==> config.mk <==
export PLATFORM = sky130hd
export DESIGN_NAME = sincos_cordic
export DESIGN_NICKNAME = d
export VERILOG_FILES = /design/src/rtl/sincos_pkg.sv /design/src/rtl/sincos_fold.sv /design/src/rtl/sincos_micro.sv /design/src/rtl/sincos_cordic.sv
export SDC_FILE = /design/constraint.sdc
export NUM_CORES = 1
export LEC_CHECK = 0
export ABC_AREA = 0
export BUFFER_PORTS_ARGS = -buffer_cell sky130_fd_sc_hd__buf_2
export CELL_PAD_IN_SITES_DETAIL_PLACEMENT = 1
export CELL_PAD_IN_SITES_GLOBAL_PLACEMENT = 2
export CORE_ASPECT_RATIO = 1.75
export CORE_UTILIZATION = 42
export CTS_CLUSTER_SIZE = 40
export DETAILED_ROUTE_END_ITERATION = 7
export PLACE_DENSITY_LB_ADDON = 0.1
export SLEW_MARGIN = 20
export SYNTH_ARGS = -nofsm -noshare
export SYNTH_HDL_FRONTEND = slang
export SYNTH_SLANG_ARGS = --single-unit
==> constraint.sdc <==
create_clock -name clk -period 9.7 [get_ports clk]
set_input_delay 0.97 -clock clk [delete_from_list [all_inputs] [get_ports clk]]
set_output_delay 0.97 -clock clk [all_outputs]
set_load 0.03 [all_outputs]
==> src/rtl/sincos_pkg.sv <==
package sincos_pkg;

    localparam int TABLE_W   = 32;
    localparam int TABLE_LEN = 31;

    // arctangent of 2^-idx as a fraction of a full turn (2^32 = 360 degrees)
    function automatic logic [TABLE_W-1:0] atan_turn(input int unsigned idx);
        logic [TABLE_W-1:0] v;
        case (idx)
            0:  v = 32'h20000000;
            1:  v = 32'h12E4051E;
            2:  v = 32'h09FB385B;
            3:  v = 32'h051111D4;
            4:  v = 32'h028B0D43;
            5:  v = 32'h0145D7E1;
            6:  v = 32'h00A2F61E;
            7:  v = 32'h00517C55;
            8:  v = 32'h0028BE53;
            9:  v = 32'h00145F2F;
            10: v = 32'h000A2F98;
            11: v = 32'h000517CC;
            12: v = 32'h00028BE6;
            13: v = 32'h000145F3;
            14: v = 32'h0000A2FA;
            15: v = 32'h0000517D;
            16: v = 32'h000028BE;
            17: v = 32'h0000145F;
            18: v = 32'h00000A30;
            19: v = 32'h00000518;
            20: v = 32'h0000028C;
            21: v = 32'h00000146;
            22: v = 32'h000000A3;
            23: v = 32'h00000051;
            24: v = 32'h00000029;
            25: v = 32'h00000014;
            26: v = 32'h0000000A;
            27: v = 32'h00000005;
            28: v = 32'h00000003;
            29: v = 32'h00000001;
            30: v = 32'h00000001;
            default: v = '0;
        endcase
        return v;
    endfunction

endpackage

==> src/rtl/sincos_fold.sv <==
module sincos_fold #(
    parameter int ANG_W  = 32,
    parameter int DATA_W = 32,
    parameter logic signed [DATA_W-1:0] GAIN_INIT = 32'sh26DD3B6A
) (
    input  logic [ANG_W-1:0]         angle,
    output logic signed [DATA_W-1:0] x_init,
    output logic signed [DATA_W-1:0] y_init,
    output logic signed [ANG_W-1:0]  z_init
);
    localparam logic [ANG_W-1:0] QUARTER = ANG_W'(1) << (ANG_W - 2);

    always_comb begin
        unique case (angle[ANG_W-1 -: 2])
            2'b01: begin           // second quadrant: start at +90 degrees
                x_init = '0;
                y_init = GAIN_INIT;
                z_init = $signed(angle - QUARTER);
            end
            2'b10: begin           // third quadrant: start at -90 degrees
                x_init = '0;
                y_init = -GAIN_INIT;
                z_init = $signed(angle + QUARTER);
            end
            default: begin         // first and fourth quadrants need no fold
                x_init = GAIN_INIT;
                y_init = '0;
                z_init = $signed(angle);
            end
        endcase
    end
endmodule

==> src/rtl/sincos_micro.sv <==
module sincos_micro #(
    parameter int ANG_W  = 32,
    parameter int DATA_W = 32,
    parameter int SH_W   = 5
) (
    input  logic signed [DATA_W-1:0] x_in,
    input  logic signed [DATA_W-1:0] y_in,
    input  logic signed [ANG_W-1:0]  z_in,
    input  logic [SH_W-1:0]          shift,
    input  logic [ANG_W-1:0]         step_angle,
    output logic signed [DATA_W-1:0] x_out,
    output logic signed [DATA_W-1:0] y_out,
    output logic signed [ANG_W-1:0]  z_out
);
    logic signed [DATA_W-1:0] x_sh;
    logic signed [DATA_W-1:0] y_sh;

    always_comb begin
        x_sh = x_in >>> shift;
        y_sh = y_in >>> shift;
        if (z_in[ANG_W-1]) begin   // residual negative: rotate clockwise
            x_out = x_in + y_sh;
            y_out = y_in - x_sh;
            z_out = z_in + $signed(step_angle);
        end else begin
            x_out = x_in - y_sh;
            y_out = y_in + x_sh;
            z_out = z_in - $signed(step_angle);
        end
    end
endmodule

==> src/rtl/sincos_cordic.sv <==
module sincos_cordic #(
    parameter int ANG_W  = 32,
    parameter int DATA_W = 32,
    parameter int ITERS  = 30,
    parameter logic signed [DATA_W-1:0] GAIN_INIT = 32'sh26DD3B6A
) (
    input  logic                     clk,
    input  logic                     rst,
    input  logic                     start,
    input  logic [ANG_W-1:0]         angle,
    output logic                     busy,
    output logic                     done,
    output logic signed [DATA_W-1:0] cos_out,
    output logic signed [DATA_W-1:0] sin_out
);
    import sincos_pkg::*;

    localparam int CNT_W = $clog2(ITERS + 1);

    typedef struct packed {
        logic                     busy;
        logic                     done;
        logic [CNT_W-1:0]         cnt;
        logic signed [DATA_W-1:0] x;
        logic signed [DATA_W-1:0] y;
        logic signed [ANG_W-1:0]  z;
    } state_t;

    state_t st_d, st_q;

    logic signed [DATA_W-1:0] x0_w, y0_w, x1_w, y1_w;
    logic signed [ANG_W-1:0]  z0_w, z1_w;
    logic [ANG_W-1:0]         step_w;
    logic [TABLE_W-1:0]       table_w;

    sincos_fold #(.ANG_W(ANG_W), .DATA_W(DATA_W), .GAIN_INIT(GAIN_INIT)) u_fold (
        .angle (angle),
        .x_init(x0_w),
        .y_init(y0_w),
        .z_init(z0_w)
    );

    assign table_w = atan_turn(32'(st_q.cnt));
    assign step_w  = ANG_W'(table_w >> (TABLE_W - ANG_W));

    sincos_micro #(.ANG_W(ANG_W), .DATA_W(DATA_W), .SH_W(CNT_W)) u_micro (
        .x_in      (st_q.x),
        .y_in      (st_q.y),
        .z_in      (st_q.z),
        .shift     (st_q.cnt),
        .step_angle(step_w),
        .x_out     (x1_w),
        .y_out     (y1_w),
        .z_out     (z1_w)
    );

    always_comb begin
        st_d      = st_q;
        st_d.done = 1'b0;
        if (st_q.busy) begin
            st_d.x   = x1_w;
            st_d.y   = y1_w;
            st_d.z   = z1_w;
            st_d.cnt = st_q.cnt + CNT_W'(1);
            if (st_q.cnt == CNT_W'(ITERS - 1)) begin
                st_d.busy = 1'b0;
                st_d.done = 1'b1;
            end
        end else if (start) begin
            st_d.busy = 1'b1;
            st_d.cnt  = '0;
            st_d.x    = x0_w;
            st_d.y    = y0_w;
            st_d.z    = z0_w;
        end
    end

    always_ff @(posedge clk) begin
        if (rst) begin
            st_q <= '0;
        end else begin
            st_q <= st_d;
        end
    end

    assign busy    = st_q.busy;
    assign done    = st_q.done;
    assign cos_out = st_q.x;
    assign sin_out = st_q.y;
endmodule

==> impl_metrics.tcl, run 1 <==
set metrics [dict create \
    outcome "completed" \
    numCtsBuffers 17 \
    worst_setup_path_start_kind "flop" \
    grt_pass1_wl_um 111000 \
    worst-path-max-fanout 75 \
    p_leak_nw 7.58 \
    die-height_um 269 \
    drv_slew 0 \
    routed_via_density 6.73 \
    synth_adder_area_share_pct 8.79 \
    hp-start "busy" \
    synth_simple_gate_area_share_pct 15.6 \
    cp_data_arrival_time_ns 7.83 \
    rr_endpoint "sin_out[31]" \
    whs_path_depth 1 \
    fin_worst_skew_ns 0.0148 \
    insertion_delay_ns 0.46 \
    multi_input_area_mm2 0.0131 \
    syn_area_mm2 0.0171 \
    drtPass1Iterations 5 \
    cp-endpoint "sin_out[31]" \
    synthXorXnorAreaFrac_pct 8.37 \
    hold_path.class "reg -> reg" \
    synth_edf_count 0 \
    grt_pass1_vias 18100 \
    relSlewSlack_pct 26.5 \
    clockBufferDepth 2 \
    core_region_area_mm2 0.0401 \
    nFillCells 4888 \
    pre_cts_slack_ns 2.36 \
    ant_nets 0 \
    power.switching_mw 3.88 \
    cts_tree "built" \
    drc 0 \
    grt_usage_pct 36.3 \
    fin_util_pct 44.7 \
    die_w_um 154 \
    synth_async_sr_flop_share_pct 0 \
    cts.sinks 133 \
    cts_root_buf "clkbuf_16" \
    io_buffers 100 \
    grt_overflow 0 \
    fin_ws_ns 2.22 \
    period_share_pct 77.1 \
    clkTransAtPathRegs_ns 0.07 \
    reg2reg_depth 23 \
    p_int_mw 3.14 \
    avgSynthCellArea_um2 8.13 \
    fmax_mhz 134 \
    crit_start "st_q[97]" \
    fin_crit_ns 7.48 \
    path_class "reg -> reg" \
    hold_violations 0 \
    num-nets-final 2198 \
    wl_um 74900 \
    seq_area_frac_synth_pct 15.6 \
    synth-compound-area-share_pct 26.8 \
    synth_top_family_by_area "compound AO/OA/AOI/OAI gates" \
    postSynthCellCount 2098 \
    fin_setup_tns_ns 0 \
    synth_seq_cells 133 \
    cts_hold_buf 0 \
    yosys.cell_types.count 91 \
    seqPwrFrac_pct 16.7 \
    hpwlAfterDp_um 56800 \
    wire_per_inst_um 29.4 \
    crit_path_end_kind "flop" \
    vias 17200 \
    seq_area_mm2 0.00268 \
    place_congestion 0.931 \
    drive_above_1_share_pct 14.8 \
    drv_cap 0 \
    grt_max_degree 76 \
    pwr-share-comb_pct 73.0 \
    cts_setup_buffers 0 \
    rows 97 \
    clkPwrFrac_pct 10.3 \
    die_area_mm2 0.0414 \
    start_util_pct 42.6 \
    drt_iter0_markers 1094 \
    ir_drop_v 0.000148 \
    synthFlopType "dfxtp_1" \
    tightest_slew_ns 1.09 \
    ys_warn_count 0 \
    r2r-start "st_q[97]" \
    r2r_setup_slack_ns 2.22 \
    p_sw_share_pct 55.3 \
    synth.area.mux_share_pct 17.2 \
    cts.htree.levels 4 \
    syn_to_final_growth_pct 4.96 \
    ios 101 \
    syn-num-nets 2251 \
    cts_resized 0 \
    grt_setup_unrepaired "false" \
    critPathRequiredTime_ns 10.05 \
    cellPowerDensity_mw_per_mm2 393 \
    setup_viol 0 \
    antenna_found_initial 1 \
]
[cell usage after synthesis, types with 13 or more instances]
| master | instances | area [um^2] |
|---|---|---|
| xor2_1 | 86 | 753 |
| a211o_1 | 16 | 140 |
| a22oi_1 | 14 | 105 |
| buf_4 | 69 | 518 |
| dfxtp_1 | 133 | 2660 |
| a21oi_1 | 206 | 1030 |
| and3_1 | 24 | 150 |
| a21o_1 | 53 | 398 |
| and2_1 | 13 | 81.3 |
| o21ai_0 | 125 | 626 |
| buf_2 | 22 | 110 |
| o21a_1 | 32 | 240 |
| nor3_1 | 41 | 205 |
| inv_1 | 55 | 206 |
| nand2_1 | 144 | 541 |
| a211oi_1 | 41 | 308 |
| o21bai_1 | 17 | 128 |
| xnor2_1 | 77 | 674 |
| mux2_2 | 28 | 315 |
| o22ai_1 | 34 | 213 |
| mux2i_1 | 71 | 711 |
| o211ai_1 | 18 | 135 |
| nand3_1 | 31 | 155 |
| ha_1 | 115 | 1440 |
| nor2b_1 | 31 | 194 |
| buf_1 | 15 | 56.3 |
| mux4_2 | 83 | 1870 |
| a31oi_1 | 35 | 219 |
| clkbuf_1 | 79 | 297 |
| nand2b_1 | 35 | 219 |
| nor2_1 | 145 | 544 |
[worst min path at each step]
stage	slack [ns]	endpoint
4_1_cts	0.56	cos_out[2]
6_report	0.55	cos_out[3]
3_3_place_gp	0.52	cos_out[2]
2_1_floorplan	0.47	sin_out[0]
3_5_place_dp	0.54	cos_out[2]
5_1_grt	0.58	cos_out[3]
[cell families after synthesis]
family / after synthesis
AO/OA/AOI/OAI: 710
AND/OR/NAND/NOR: 537
buffers and inverters: 253
multiplexers: 184
XOR/XNOR: 163
flip-flops: 133
adder cells (fa/ha/maj): 118
[layer usage]
layer	global-route usage, %	wire (um)	share of wire, %	vias to the layer above
li1	-	-	-	7699
met3	5.11	3290	4.4	328
met2	68.7	39500	53	641
met5	0	0	0	-
met1	32.5	23800	32	8504
met4	36.4	8350	11	0
[final cells by class]
class	count	area share, %
well taps	495	3.46
repair buffers	121	3.68
flip-flops and latches	133	14.9
clock inverters	13	0.958
diodes	1	0.0140
clock buffers	18	2.45
inverters	60	1.26
multi-input cells	1712	73.2
[layout by cell type (no fill, tap or decap), drive strengths merged, types with 14 or more instances in the layout]
cell type  instances
and3              24
o211ai            18
nand2            144
a21oi            207
o21bai            17
xnor2             77
mux4              84
inv               61
a31oi             35
nor2             145
o21ai            131
buf              121
nand2b            35
nor2b             31
nor3              43
a211o             16
o21a              32
a211oi            42
ha               115
nand3             31
a21o              53
and2              15
a22oi             14
dfxtp            133
o22ai             34
mux2              29
mux2i             71
clkbuf            18
xor2              86
[worst max-delay path, cell delays in order (launching register included)]
cell	delay, ns
dfxtp_4	0.82
buf_4	0.89
mux4_2	0.63
mux2i_1	0.30
o22a_1	0.22
nand3_1	0.25
inv_1	0.16
ha_1	0.22
inv_1	0.08
or3_1	0.42
nor2_1	0.22
nor2_1	0.08
xor2_1	0.40
ha_1	0.39
a2111oi_0	0.37
o21ai_0	0.13
o21ai_0	0.12
o21ai_0	0.18
nor3_1	0.38
o211ai_1	0.21
a221oi_1	0.30
nor3_1	0.11
xnor2_1	0.13
a221o_1	0.30
[power groups by stage]
stage                     clock network (mW)  registers (mW)  logic [mW]
after global placement                     0            1.15        4.96
after CTS                              0.736            1.15        5.08
final                                  0.724            1.17        5.13
after global routing                   0.755            1.18        5.53
after floorplan                            0           0.879        3.89
after detailed placement                   0            1.16        5.05
[per-stage QoR]
stage	hold WS, ns	power (mW)	area [um^2]	std cells
4_1_cts	0.557	6.97	17900	2552
3_3_place_gp	0.525	6.12	17300	2521
5_1_grt	0.583	7.46	17900	2552
3_5_place_dp	0.542	6.21	17300	2521
6_report	0.552	7.03	17900	2553
2_1_floorplan	0.465	4.76	17100	2098
[state kept, by name, summed over array words and instances (netlist names)]
register / flops
busy: 1
cos_out: 32
done: 1
sin_out: 32
st_q: 37
step_w: 30
Power figures use the tool's default switching activity.
==> inputs of run 2 (changes only) <==
--- a/config.mk
+++ b/config.mk
@@ -5,12 +5,12 @@
 export SDC_FILE = /design/constraint.sdc
 export NUM_CORES = 1
 export LEC_CHECK = 0
-export ABC_AREA = 0
+export ABC_AREA = 1
 export BUFFER_PORTS_ARGS = -buffer_cell sky130_fd_sc_hd__buf_2
 export CELL_PAD_IN_SITES_DETAIL_PLACEMENT = 1
 export CELL_PAD_IN_SITES_GLOBAL_PLACEMENT = 2
 export CORE_ASPECT_RATIO = 1.75
-export CORE_UTILIZATION = 42
+export CORE_UTILIZATION = 34
 export CTS_CLUSTER_SIZE = 40
 export DETAILED_ROUTE_END_ITERATION = 7
 export PLACE_DENSITY_LB_ADDON = 0.1
==> constraint.sdc (replaced) <==
create_clock -name clk -period 7.2 [get_ports clk]
set_input_delay 0.72 -clock clk [delete_from_list [all_inputs] [get_ports clk]]
set_output_delay 0.72 -clock clk [all_outputs]
set_load 0.03 [all_outputs]
==> run 2 against run 1 <==
Register-to-register slack worse by 0.49 ns. Global-route usage is 5.9 points lower. Die area up 18%. Sequential power is 4% higher. Non-clock buffer count increased by 2. Clock power is 42% higher. First-iteration DRC count is 17% lower. Critical path depth increased by 2. Worst hold slack worse by 0.087 ns. Fmax up 37%. Critical path type unchanged.
==> impl_metrics.tcl, run 2 <==
set metrics [dict create \
    reg2reg_depth 25 \
    antenna_cells 0 \
    grt_pass1_wl_um 114000 \
    numCtsBuffers 17 \
    syn-num-nets 2901 \
    synth_adder_area_share_pct 9.20 \
    cts.htree.levels 4 \
    drive_above_1_share_pct 8.03 \
    seq_area_mm2 0.00267 \
    ys_warn_count 0 \
    largest-register "st_q" \
    clkTransAtPathRegs_ns 0.07 \
    postSynthCellCount 2748 \
    synthXorXnorAreaFrac_pct 6.77 \
    fmax_mhz 183 \
    drtPass1Iterations 5 \
    relSlewSlack_pct 30.8 \
    setup_viol 0 \
    cp_data_arrival_time_ns 5.81 \
    crit_path_end_kind "flop" \
    cts_hold_buf 0 \
    drc 0 \
    vias 18700 \
    grt_overflow 0 \
    seq_area_frac_synth_pct 16.3 \
    die_w_um 168 \
    cts.sinks 133 \
    largest_reg_flops 37 \
    synth_edf_count 0 \
    fin_setup_tns_ns 0 \
    fin_worst_skew_ns 0.00871 \
    period_share_pct 75.9 \
    whs_path_depth 2 \
    synth_simple_gate_area_share_pct 38.8 \
    syn_to_final_growth_pct 6.45 \
    start_util_pct 34.7 \
    hold_path_end "st_q[25]" \
    final_area_mm2 0.0173 \
    power.switching_mw 4.61 \
    wire_per_inst_um 22.4 \
    drv_slew 0 \
    fin_crit_ns 5.46 \
    ir_drop_v 0.000199 \
    drt_iter0_markers 913 \
    antenna_found_initial 0 \
    ios 101 \
    seqPwrFrac_pct 15.5 \
    grt_usage_pct 30.5 \
    die-height_um 292 \
    tightest_slew_ns 1.03 \
    synth_async_sr_flop_share_pct 0 \
    p_int_mw 3.25 \
    layout_commonest_cell "nand2_1" \
    drv_cap 0 \
    hpwlAfterDp_um 59800 \
    rr_endpoint "sin_out[21]" \
    ant_nets 0 \
    r2r_setup_slack_ns 1.74 \
    synthFlopType "dfxtp_1" \
    fin_total_pwr_mw 7.86 \
    nFillCells 6462 \
    hold_path.class "reg -> reg" \
    hold_violations 0 \
    avgSynthCellArea_um2 5.93 \
    yosys-top-cells-count "718 x nand2_1, 418 x nand3_1, 238 x inv_1" \
    grt_max_degree 68 \
    insertion_delay_ns 0.47 \
    placed_area_mm2 0.0167 \
    p_leak_nw 8.69 \
    rows 105 \
    synth_top_area_cell "nand2_1" \
    cellPowerDensity_mw_per_mm2 453 \
    grt_setup_unrepaired "false" \
    path_class "reg -> reg" \
    grt_pass1_vias 19800 \
    cts_resized 0 \
    clockBufferDepth 2 \
    hp-start "st_q[25]" \
    place_congestion 0.928 \
    p_sw_share_pct 58.7 \
    worst-path-max-fanout 36 \
    wl_um 74400 \
    yosys.cell_types.count 54 \
    synth-compound-area-share_pct 16.9 \
    synth_top_family_by_area "simple AND/OR/NAND/NOR gates" \
    synth_seq_cells 133 \
    synth.area.top_cells "nand2_1 17%, dfxtp_1 16%, nand3_1 13%" \
    die_area_mm2 0.0488 \
    num-nets-final 2868 \
    io_buffers 100 \
    synth.area.mux_share_pct 0 \
    worst_setup_path_start_kind "flop" \
    cts_setup_buffers 0 \
    clkPwrFrac_pct 13.0 \
    syn_area_mm2 0.0163 \
    outcome "completed" \
    core_region_area_mm2 0.0470 \
    cts_root_buf "clkbuf_16" \
    yosysTopAreaCellShare_pct 16.5 \
    pwr-share-comb_pct 71.4 \
    routed_via_density 5.64 \
    critPathRequiredTime_ns 7.55 \
    yosysMostFrequentCell "nand2_1" \
    multi_input_area_mm2 0.0117 \
    r2r-start "st_q[97]" \
    cts_tree "built" \
    final_cell_mix "718 x nand2_1, 418 x nand3_1, 235 x inv_1, 208 x nor2_1, 185 x a21oi_1" \
]
## run 2: cell types whose count changed after synthesis, moves of 25 or more
cell      previous run  this run
nand2_1            144       718
nand3_1             31       418
inv_1               55       238
mux4_2              83         0
mux2i_1             71         0
nor2_1             145       210
a21o_1              53         5
o21ai_0            125       162
a211oi_1            41         5
nand2b_1            35         0
nor2b_1             31         0
mux2_2              28         0
xnor2_1             77        50
clkbuf_1            79        54
## run 2: per-stage QoR
stage	instances	utilization, %	hold WS, ns	setup slack, ns
detailed placement	3284	35.5	0.460	1.69
CTS	3316	36.9	0.448	1.67
global route	3316	36.9	0.471	1.32
finish	3316	36.9	0.466	1.74
floorplan	2748	-	0.433	3.50
global placement	3284	35.5	0.449	1.81
## run 2: worst max-delay path by stage
stage             start          end  slack, ns
2_1_floorplan  st_q[96]  cos_out[19]       3.50
3_3_place_gp   st_q[97]  sin_out[21]       1.81
3_5_place_dp   st_q[97]  sin_out[21]       1.69
4_1_cts        st_q[97]  sin_out[21]       1.67
5_1_grt        st_q[97]  sin_out[21]       1.32
6_report       st_q[97]  sin_out[21]       1.74
## run 2: cell families (layout without fill, tap and decap cells)
| logic type | count (synthesis) | count (layout) |
|---|---|---|
| DFF | 133 | 133 |
| buffers and inverters | 423 | 403 |
| xor gates and xnor gates | 126 | 126 |
| and+or+nand+nor | 1462 | 1462 |
| adders and majority gates | 118 | 118 |
| AOI/OAI and AO/OA | 486 | 486 |
## run 2: worst max-delay path, stage by stage (launching register included)
cell	delay, ns
dfxtp_2	0.33
inv_2	0.50
buf_4	0.39
nand3_1	0.14
nand3_1	0.12
nand2_1	0.06
nand2_1	0.07
and2_0	0.37
nand2_1	0.09
nand2_1	0.13
ha_1	0.24
nand4_1	0.30
nand2_1	0.17
xor2_1	0.08
ha_1	0.35
nand2_1	0.06
o21ai_0	0.72
a21oi_1	0.26
inv_1	0.15
nand2_1	0.06
nand2_1	0.14
a21oi_1	0.11
o21ai_0	0.29
nand2_1	0.08
nand2_1	0.06
o21ai_0	0.07
## run 2: area by class of cell
| type | count | share of cell area (%) |
|---|---|---|
| Clock inverter | 15 | 1.25 |
| Clock buffer | 17 | 2.45 |
| Inverter | 248 | 5.37 |
| Timing Repair Buffer | 123 | 3.88 |
| Sequential cell | 133 | 15.4 |
| Tap cell | 588 | 4.24 |
| Multi-Input combinational cell | 2192 | 67.4 |
## run 2: routing by layer
metal / share of wire [%] / up-vias / global-route usage [%]
met1: 36 / 9067 / 29.5
met5: 0 / - / 0
met4: 7.0 / 0 / 20.7
met2: 55 / 367 / 59.9
li1: - / 9083 / -
met3: 2.0 / 188 / 2.74
## run 2: power by group through the flow
stage,clock [mW],sequential [mW],combinational (mW)
global placement,0,1.23,5.49
detailed placement,0,1.23,5.57
CTS,1.05,1.22,5.60
global route,1.07,1.24,6.19
finish,1.03,1.22,5.62
floorplan,0,1.07,4.08
==> inputs of run 3 (changes only) <==
--- a/config.mk
+++ b/config.mk
@@ -5,12 +5,12 @@
 export SDC_FILE = /design/constraint.sdc
 export NUM_CORES = 1
 export LEC_CHECK = 0
-export ABC_AREA = 1
+export ABC_AREA = 0
 export BUFFER_PORTS_ARGS = -buffer_cell sky130_fd_sc_hd__buf_2
 export CELL_PAD_IN_SITES_DETAIL_PLACEMENT = 1
 export CELL_PAD_IN_SITES_GLOBAL_PLACEMENT = 2
 export CORE_ASPECT_RATIO = 1.75
-export CORE_UTILIZATION = 34
+export CORE_UTILIZATION = 39
 export CTS_CLUSTER_SIZE = 40
 export DETAILED_ROUTE_END_ITERATION = 7
 export PLACE_DENSITY_LB_ADDON = 0.1
==> constraint.sdc (replaced) <==
create_clock -name clk -period 5.25 [get_ports clk]
set_input_delay 0.525 -clock clk [delete_from_list [all_inputs] [get_ports clk]]
set_output_delay 0.525 -clock clk [all_outputs]
set_load 0.03 [all_outputs]
==> run 3 against run 2 <==
The run now ends with setup timing left. Count of clock-buffer cells in the layout is the same. Non-clock buffer count increased by 663. Critical path depth is 1 higher. Sequential power increased by 43%. Routed wire length rose by 29%. First-iteration DRC count rose by 25%. Clock skew grew 0.012 ns. Sequential cell count unchanged. Worst setup slack worse by 2.1 ns. Critical endpoint is now sin_out[30]. Largest power group unchanged.
==> impl_metrics.tcl, run 3 (same netlist as run 1, synthesis figures left out) <==
set metrics [dict create \
    grt_usage_pct 40.6 \
    reg2reg_depth 26 \
    num-nets-final 2863 \
    rr_endpoint "sin_out[30]" \
    cp_top_family "simple AND/OR/NAND/NOR gates" \
    cellPowerDensity_mw_per_mm2 782 \
    wire_per_inst_um 29.1 \
    clkTransAtPathRegs_ns 0.07 \
    fin_ws_ns -0.329 \
    hold_ws_ns 0.341 \
    fin_worst_skew_ns 0.0208 \
    path_class "reg -> reg" \
    rows 101 \
    crit_start "st_q[99]" \
    drive_above_1_share_pct 41.9 \
    outcome "finished with violations" \
    numCtsBuffers 17 \
    placed_area_mm2 0.0218 \
    routed_via_density 6.29 \
    grt_setup_unrepaired "true" \
    grt_pass1_wl_um 135000 \
    tightest_slew_ns 0.966 \
    pre_cts_slack_ns -0.775 \
    worst-path-max-fanout 9 \
    hpwlAfterDp_um 70600 \
    drv_slew 0 \
    syn_to_final_growth_pct 44.3 \
    cp_data_arrival_time_ns 5.92 \
    layout_commonest_cell "buf_4" \
    hold_path.class "in -> reg" \
    fin_crit_ns 5.58 \
    start_util_pct 39.5 \
    final_area_mm2 0.0246 \
    p_leak_nw 11.2 \
    fmax_mhz 179 \
    grt_pass1_vias 22100 \
    critPathRequiredTime_ns 5.59 \
    final_cell_mix "641 x buf_4, 187 x a21oi_1, 138 x nand2_1, 131 x nor2_1, 127 x dfxtp_1" \
    cp.depth 26 \
    largest-register "st_q" \
    relSlewSlack_pct 35.5 \
    ios 101 \
    die-height_um 279 \
    cp-endpoint "sin_out[30]" \
    crit_top_cell "buf_4" \
    r2r_setup_slack_ns -0.33 \
    insertion_delay_ns 0.47 \
    ir_drop_v 0.000563 \
    die_area_mm2 0.0446 \
    fin_util_pct 56.9 \
    max_stage_delay_ns 0.59 \
    die_w_um 160 \
    worst-path-buf-inv 7 \
    drc 0 \
    worst_setup_path_start_kind "flop" \
    cpMaxStageDelayCell "nor2_1" \
    drt_iter0_markers 1142 \
    r2r-start "st_q[99]" \
    violations "setup timing" \
    grt_max_degree 89 \
    antenna_found_initial 10 \
    core_region_area_mm2 0.0432 \
    ant_nets 0 \
    cts.htree.levels 4 \
    place_congestion 1.03 \
    crit_path_end_kind "flop" \
    io_buffers 100 \
    period_share_pct 106 \
    setup_viol 20 \
    drtPass1Iterations 5 \
    hold_violations 0 \
    drv_cap 0 \
    cts_tree "built" \
    largest_reg_flops 37 \
    cts.sinks 133 \
    cts_root_buf "clkbuf_16" \
    wl_um 95900 \
    clockBufferDepth 2 \
    grt_overflow 0 \
    vias 20700 \
]
==> run 3: changes by cell type in the layout (fill, tap and decap cells not counted), sizes merged, moves of 35 or more <==
cell / change
buf: +661
nand2: -587
nand3: -391
inv: -189
mux4: +84
nor2: -77
mux2i: +71
a21o: +48
o21ai: -44
a211oi: +37
nand2b: +35
==> run 3: per-layer routing <==
layer / GRT usage (%) / share of wire (%) / vias up
li1: - / - / 9039
met1: 35.4 / 30 / 10200
met2: 76.2 / 52 / 901
met3: 5.90 / 5.4 / 554
met4: 42.2 / 13 / 4
met5: 0 / 0.029 / -
==> run 3: worst reg2reg max path: cells and delay by family (launching register included) <==
kind	cells	cell delay, ns
DFF	1	0.44
adders and majority gates	2	0.51
xor gates and xnor gates	1	0.17
AOI/OAI and AO/OA	7	1.13
buffers and inverters	7	1.11
and+or+nand+nor	9	2.09
==> run 3: stage by stage <==
step | setup TNS, ns | instances | total power [mW]
global placement | -5.55 | 3167 | 15.0
finish | -2.54 | 3294 | 19.2
detailed placement | -7.77 | 3167 | 15.3
floorplan | 0 | 2098 | 8.80
global route | -6.97 | 3294 | 20.1
CTS | -1.13 | 3240 | 17.5
==> run 3: what timing repair did <==
action	in CTS	in global routing
pin swaps	53	76
hold endpoints to repair	0	0
setup endpoints to repair	26	36
cloned	3	2
gates resized for setup	117	167
buffers inserted	39	48
hold buffers	0	0
==> run 3: where the power goes <==
part	total (mW)	leakage (nW)	internal (mW)	switching (mW)
registers	1.74	1.10	1.28	0.452
logic	16.2	9.78	7.64	8.55
clock network	1.32	0.294	0.683	0.640
total	19.2	11.2	9.60	9.64
==> run 3: how the worst min path moves through the flow <==
| stage | slack [ns] | cells past startpoint | to | startpoint |
|---|---|---|---|---|
| 6_report | 0.34 | 3 | st_q[23] | angle[23] |
| 5_1_grt | 0.35 | 3 | st_q[23] | angle[23] |
| 4_1_cts | 0.34 | 3 | st_q[23] | angle[23] |
| 3_5_place_dp | 0.54 | 1 | cos_out[0] | cos_out[0] |
| 3_3_place_gp | 0.53 | 2 | st_q[25] | st_q[25] |
| 2_1_floorplan | 0.47 | 2 | sin_out[0] | sin_out[0] |
==> run 3: cell type report <==
| class | instances | area, um^2 |
|---|---|---|
| Antenna cell | 5 | 12.5 |
| Clock inverter | 15 | 181 |
| Tap cell | 566 | 708 |
| Inverter | 60 | 229 |
| Sequential cell | 133 | 2680 |
| Clock buffer | 17 | 425 |
| Multi-Input combinational cell | 1712 | 14300 |
| Fill cell | 5150 | 18600 |
| Timing Repair Buffer | 786 | 6100 |
